[src/rtl/snd_evt_irq_pkg.sv]
package snd_evt_irq_pkg;

    localparam int unsigned EVT_N = 8;
    localparam int unsigned IDX_W = $clog2(EVT_N);

    typedef logic [EVT_N-1:0] evt_mask_t;
    typedef logic [IDX_W-1:0] evt_idx_t;

    typedef struct packed {
        logic     valid;
        evt_idx_t idx;
    } evt_pick_t;

    typedef enum logic [1:0] {
        SEL_RUN  = 2'd0,
        SEL_IRQ  = 2'd1,
        SEL_ACK  = 2'd2,
        SEL_NONE = 2'd3
    } reg_sel_t;

    // Lowest-numbered set bit of a mask.
    function automatic evt_pick_t lowest_set(evt_mask_t m);
        evt_pick_t p;
        p.valid = 1'b0;
        p.idx   = '0;
        for (int i = EVT_N - 1; i >= 0; i--) begin
            if (m[i]) begin
                p.valid = 1'b1;
                p.idx   = evt_idx_t'(i);
            end
        end
        return p;
    endfunction

endpackage

[src/rtl/snd_evt_ack.sv]
module snd_evt_ack
    import snd_evt_irq_pkg::*;
#(
    parameter int unsigned ACK_WRITES = 4
) (
    input  logic clk,
    input  logic rst,
    input  logic hit_i,
    output logic fire_o,
    output logic [$clog2(ACK_WRITES+1)-1:0] cnt_o
);
    localparam int unsigned CNT_W = $clog2(ACK_WRITES + 1);
    localparam logic [CNT_W-1:0] LAST = CNT_W'(ACK_WRITES - 1);

    logic [CNT_W-1:0] cnt_q;

    assign fire_o = hit_i && (cnt_q == LAST);
    assign cnt_o  = cnt_q;

    always_ff @(posedge clk) begin
        if (rst) begin
            cnt_q <= '0;
        end else if (hit_i) begin
            cnt_q <= (cnt_q == LAST) ? '0 : cnt_q + 1'b1;
        end
    end
endmodule

[src/rtl/snd_evt_pend.sv]
module snd_evt_pend
    import snd_evt_irq_pkg::*;
#(
    parameter int unsigned BOOT_EVT = 2
) (
    input  logic      clk,
    input  logic      rst,
    input  evt_mask_t evt_i,
    input  logic      clr_i,
    output evt_mask_t mask_o,
    output evt_idx_t  irq_o,
    output logic      fiq_o
);
    evt_mask_t mask_q, mask_after, mask_d;
    evt_idx_t  irq_q, irq_mid, irq_d;
    logic      fiq_q;
    evt_pick_t rem_pick, arr_pick;

    always_comb begin
        mask_after = mask_q;
        irq_mid    = irq_q;
        if (clr_i) begin
            mask_after = mask_q & (mask_q - 1'b1);
        end
        rem_pick = lowest_set(mask_after);
        if (clr_i && (mask_q != '0) && rem_pick.valid) begin
            irq_mid = rem_pick.idx;
        end
        arr_pick = lowest_set(evt_i);
        irq_d    = irq_mid;
        if (arr_pick.valid && ((irq_mid == '0) || (arr_pick.idx < irq_mid))) begin
            irq_d = arr_pick.idx;
        end
        mask_d = mask_after | evt_i;
    end

    always_ff @(posedge clk) begin
        if (rst) begin
            mask_q <= evt_mask_t'(1) << BOOT_EVT;
            irq_q  <= evt_idx_t'(BOOT_EVT);
            fiq_q  <= 1'b1;
        end else begin
            mask_q <= mask_d;
            irq_q  <= irq_d;
            fiq_q  <= |mask_d;
        end
    end

    assign mask_o = mask_q;
    assign irq_o  = irq_q;
    assign fiq_o  = fiq_q;
endmodule

[src/rtl/snd_evt_run.sv]
module snd_evt_run (
    input  logic clk,
    input  logic rst,
    input  logic hit_i,
    input  logic bit_i,
    output logic hold_o,
    output logic pulse_o
);
    logic hold_q, pulse_q;

    always_ff @(posedge clk) begin
        if (rst) begin
            hold_q  <= 1'b1;
            pulse_q <= 1'b0;
        end else begin
            pulse_q <= hit_i && hold_q && !bit_i;
            if (hit_i) begin
                hold_q <= bit_i;
            end
        end
    end

    assign hold_o  = hold_q;
    assign pulse_o = pulse_q;
endmodule

[src/rtl/snd_evt_irq.sv]
module snd_evt_irq
    import snd_evt_irq_pkg::*;
#(
    parameter int unsigned ADDR_W     = 4,
    parameter int unsigned DATA_W     = 8,
    parameter int unsigned ACK_WRITES = 4,
    parameter int unsigned BOOT_EVT   = 2,
    parameter int unsigned RUN_ADDR   = 0,
    parameter int unsigned IRQ_ADDR   = 1,
    parameter int unsigned ACK_ADDR   = 2
) (
    input  logic              clk,
    input  logic              rst,
    input  logic [EVT_N-1:0]  evt_i,
    input  logic              wr_en,
    input  logic [ADDR_W-1:0] wr_addr,
    input  logic [DATA_W-1:0] wr_data,
    input  logic [ADDR_W-1:0] rd_addr,
    output logic [DATA_W-1:0] rd_data,
    output logic              fiq_o,
    output logic              cpu_hold_o,
    output logic              core_rst_o,
    output logic              smp_clr_o
);
    localparam int unsigned CNT_W = $clog2(ACK_WRITES + 1);

    function automatic reg_sel_t decode(logic [ADDR_W-1:0] a);
        if (a == ADDR_W'(RUN_ADDR)) return SEL_RUN;
        if (a == ADDR_W'(IRQ_ADDR)) return SEL_IRQ;
        if (a == ADDR_W'(ACK_ADDR)) return SEL_ACK;
        return SEL_NONE;
    endfunction

    reg_sel_t   wr_sel, rd_sel;
    logic       ack_hit, run_hit, clr_fire, rel_pulse;
    logic [CNT_W-1:0] ack_cnt;
    evt_mask_t  pend_mask;
    evt_idx_t   irq_num;

    assign wr_sel  = decode(wr_addr);
    assign rd_sel  = decode(rd_addr);
    assign ack_hit = wr_en && (wr_sel == SEL_ACK);
    assign run_hit = wr_en && (wr_sel == SEL_RUN);

    snd_evt_ack #(.ACK_WRITES(ACK_WRITES)) u_ack (
        .clk    (clk),
        .rst    (rst),
        .hit_i  (ack_hit),
        .fire_o (clr_fire),
        .cnt_o  (ack_cnt)
    );

    snd_evt_pend #(.BOOT_EVT(BOOT_EVT)) u_pend (
        .clk    (clk),
        .rst    (rst),
        .evt_i  (evt_i),
        .clr_i  (clr_fire),
        .mask_o (pend_mask),
        .irq_o  (irq_num),
        .fiq_o  (fiq_o)
    );

    snd_evt_run u_run (
        .clk     (clk),
        .rst     (rst),
        .hit_i   (run_hit),
        .bit_i   (wr_data[0]),
        .hold_o  (cpu_hold_o),
        .pulse_o (rel_pulse)
    );

    assign core_rst_o = rel_pulse;
    assign smp_clr_o  = rel_pulse;

    always_comb begin
        rd_data = '0;
        unique case (rd_sel)
            SEL_RUN: rd_data[0]       = cpu_hold_o;
            SEL_IRQ: rd_data[IDX_W-1:0] = irq_num;
            default: rd_data = '0;
        endcase
    end
endmodule

[config.mk]
export PLATFORM = sky130hd
export DESIGN_NAME = snd_evt_irq
export DESIGN_NICKNAME = d
export VERILOG_FILES = /design/src/rtl/snd_evt_irq_pkg.sv /design/src/rtl/snd_evt_ack.sv /design/src/rtl/snd_evt_pend.sv /design/src/rtl/snd_evt_run.sv /design/src/rtl/snd_evt_irq.sv
export SDC_FILE = /design/constraint.sdc
export NUM_CORES = 1
export LEC_CHECK = 0
export ABC_AREA = 1
export CAP_MARGIN = 10
export CORE_MARGIN = 4
export CORE_UTILIZATION = 45
export CTS_CLUSTER_DIAMETER = 200
export DETAILED_ROUTE_END_ITERATION = 8
export GPL_TIMING_DRIVEN = 0
export PLACE_DENSITY_LB_ADDON = 0.25
export SETUP_SLACK_MARGIN = 0.02
export SLEW_MARGIN = 15
export SYNTH_ARGS = -nofsm -noshare
export SYNTH_HDL_FRONTEND = slang
export SYNTH_SLANG_ARGS = --single-unit
export TNS_END_PERCENT = 100
[constraint.sdc]
create_clock -name clk -period 2.8 [get_ports clk]
set_input_delay 0.56 -clock clk [delete_from_list [all_inputs] [get_ports clk]]
set_output_delay 0.56 -clock clk [all_outputs]
set_load 0.01 [all_outputs]
==> metrics.csv, run 1 <==
metric;value;unit
status;finished clean;
Leak Pwr;0.000875;uW
Clock Path Buffers;2;
post-route minimum period;2.58;ns
Routed wire per std cell;12.4;um
critical path peak fanout;7;
clock-pin slew on the worst setup and hold paths;0.12;ns
Worst Path Arrival;2.83;ns
vias per cell;4.91;
# DRC;0;
Worst Setup Path Type;reg2reg;
total area of sequential cells;345;um2
most frequent cells in the layout;30 x inv_1, 29 x nand2_1, 22 x nor2_1;
Num CTS Buffers;3;
first-pass GRT wire length;5110;um
Critical Path Sink;u_pend.irq_o[0];
Final period util;92.2;%
dpl hpwl;2410;um
Syn-to-layout area delta;42.9;%
final setup violation count;0;
gr usage total;18.6;%
CTS Hold Bufs;0;
Port Buffers;26;
DRT Pass-1 Iters;5;
Worst Skew;0.0169;ns
core area;2520;um2
clock sink count;17;
Critical Path Source;u_ack.cnt_o[0];
GRT overflow;0;
Total Routed Length;3210;um
max cap viols;0;
filler cell count;209;
pwr/cell area;342;nW/um2
setup_tns;0;ns
crit end category;flip-flop;
number of global-route vias before repair;1327;
mean area per synthesized cell;6.48;um2
Final Wtd Congestion;0.870;
CP Launch Type;flip-flop;
antenna-violating nets left;0;
Req. time, crit path;3.05;ns
pin count of the biggest net entering global routing;12;
Seq/Total Area, Yosys;28.2;%
Design Area, Final;1720;um2
most common cell after layout, fill and taps aside;inv_1;
Reg2Reg Depth;23;
CTS tree;yes;
Final Hold Vio Count;0;
Top FF cell, synth;dfxtp_1;
H-Tree Depth;1;
DIE HEIGHT;59.8;um
layout cells sized above 1;27.9;%
die area;3570;um2
Gate Count Post-Synth;186;
RR Endpoint;u_pend.irq_o[0];
Synth Register Bits;17;
fin nets;260;
Worst R2R Start;u_ack.cnt_o[0];
I/O Pins;39;
initial antenna violation count;0;
post-synthesis cell type count;27;
Hold Path Class;reg2reg;
number of synthesized flops with an enable pin;0;
Die W;59.8;um
Final Max Slew Viols;0;
Root Driver;clkbuf_4;
Post-Syn Area;1210;um2
fmax;387;MHz
DRT iter0 DRCs;34;
IR drop worst, VDD;0.208;mV
flop2flop setup slack;0.22;ns
worst skew pair latency;0.31;ns
Antenna Cells;0;
DP Area;1520;um2
Hold WS;0.478;ns
ys async rst share;0;%
RSZ-0062 raised after global routing;false;
Vias;1271;
starting density of the core;47.8;%
Multi-input gate area;795;um2
row cnt;18;
yosys warns;0;
[through the flow]
step / util (%) / power (uW) / std cells / worst slack (ns)
2_1_floorplan: - / 368 / 190 / 0.339
3_3_place_gp: 60.2 / 418 / 246 / -0.299
3_5_place_dp: 60.2 / 424 / 246 / -0.369
4_1_cts: 62.8 / 573 / 253 / 0.0237
5_1_grt: 68.4 / 621 / 259 / 0.0319
6_report: 68.4 / 590 / 259 / 0.219
[layer usage]
layer	share of wire, %	track usage (%)	routed length [um]
met2	53	34.9	1700
met3	5.2	4.75	168
met1	41	19.4	1320
met4	0.75	6.96	24
met5	0	0	0
[worst min path at each step]
stage                     cells past startpoint             end            from  slack [ns]
final                                         2   u_run.pulse_o    u_run.hold_o        0.48
after CTS                                     2  u_ack.cnt_o[2]  u_ack.cnt_o[2]        0.47
after global placement                        2  u_ack.cnt_o[2]  u_ack.cnt_o[2]        0.44
after floorplan                               2  u_ack.cnt_o[2]  u_ack.cnt_o[2]        0.43
after detailed placement                      2  u_ack.cnt_o[2]  u_ack.cnt_o[2]        0.45
after global routing                          1  u_ack.cnt_o[0]  u_ack.cnt_o[0]        0.49
[worst max-delay path, cell delays in order (launching register included)]
cell and delay (ns):
dfxtp_4 0.39, ha_4 0.13, inv_1 0.04, nor2_2 0.13
inv_2 0.08, nor2_8 0.19, nand2_2 0.07, nand2_2 0.08
nand2_2 0.08, nor2_4 0.16, nand2_4 0.08, nand2_2 0.07
nor2_2 0.05, a21oi_4 0.16, ha_4 0.22, nand2_1 0.06
inv_1 0.04, nand2_1 0.05, nand2_1 0.05, nand2_2 0.09
nand2_2 0.08, nand2_1 0.06, nand2_1 0.06, nor2_2 0.09
[repair_timing]
action | 4_1_cts | 5_1_grt
endpoints found under the setup margin | 3 | 3
setup buffers | 3 | 6
gates resized for setup | 6 | 23
pin swaps | 4 | 13
[kinds of logic (layout without fill, tap and decap cells)]
kind of cell	Yosys count	in the layout	share of synthesized area, %
simple gates	97	97	40.4
buf+inv	42	81	14.9
fa+ha+maj	3	3	3.11
compound gates	26	26	13.1
flops	17	17	28.2
other cells	1	5	0.311
[Yosys cell counts (all sizes together), types with 2 or more instances]
library cell,number,area [um2]
nand2,47,211
inv,35,131
nor3,2,10.0
a21oi,20,119
buf,6,45.0
o21ai,2,10.0
nand3,11,72.6
ha,3,37.5
nor2,32,161
dfxtp,17,340
o21bai,2,15.0
nand4,3,18.8
[cell type report]
class | count | share of cell area, %
plain buffers | 7 | 2.83
flip-flops and latches | 17 | 20.0
repair buffers | 35 | 19.5
inverters | 35 | 7.62
clock buffers | 3 | 1.31
clock inverters | 1 | 0.435
well taps | 30 | 2.18
multi-input cells | 131 | 46.1
[registers in the layout, indices dropped and copies added, names as in the netlist]
| name | flops |
|---|---|
| u_ack.cnt_o | 3 |
| u_pend.fiq_o | 1 |
| u_pend.irq_o | 3 |
| u_pend.mask_o | 8 |
| u_run.hold_o | 1 |
| u_run.pulse_o | 1 |
[report_power, final]
group / switching (uW) / internal (uW) / total, uW
logic: 98.1 / 81.6 / 180
clock network: 91.8 / 54.5 / 146
registers: 9.52 / 255 / 264
total: 199 / 391 / 590
Power figures use the tool's default switching activity.
==> run 2, diff against run 1 <==
--- a/config.mk
+++ b/config.mk
@@ -14,6 +14,7 @@
 export GPL_TIMING_DRIVEN = 0
 export PLACE_DENSITY_LB_ADDON = 0.25
 export SETUP_SLACK_MARGIN = 0.02
+export SKIP_LAST_GASP = 1
 export SLEW_MARGIN = 15
 export SYNTH_ARGS = -nofsm -noshare
 export SYNTH_HDL_FRONTEND = slang
==> results of run 2 <==
Same layout as run 1: the final DEF is identical, and so are final timing and power.
==> run 3, diff against run 2 <==
--- a/config.mk
+++ b/config.mk
@@ -15,7 +15,7 @@
 export PLACE_DENSITY_LB_ADDON = 0.25
 export SETUP_SLACK_MARGIN = 0.02
 export SKIP_LAST_GASP = 1
-export SLEW_MARGIN = 15
+export SLEW_MARGIN = 20
 export SYNTH_ARGS = -nofsm -noshare
 export SYNTH_HDL_FRONTEND = slang
 export SYNTH_SLANG_ARGS = --single-unit
==> results of run 3 <==
Same layout as run 1: the final DEF is identical, and so are final timing and power.
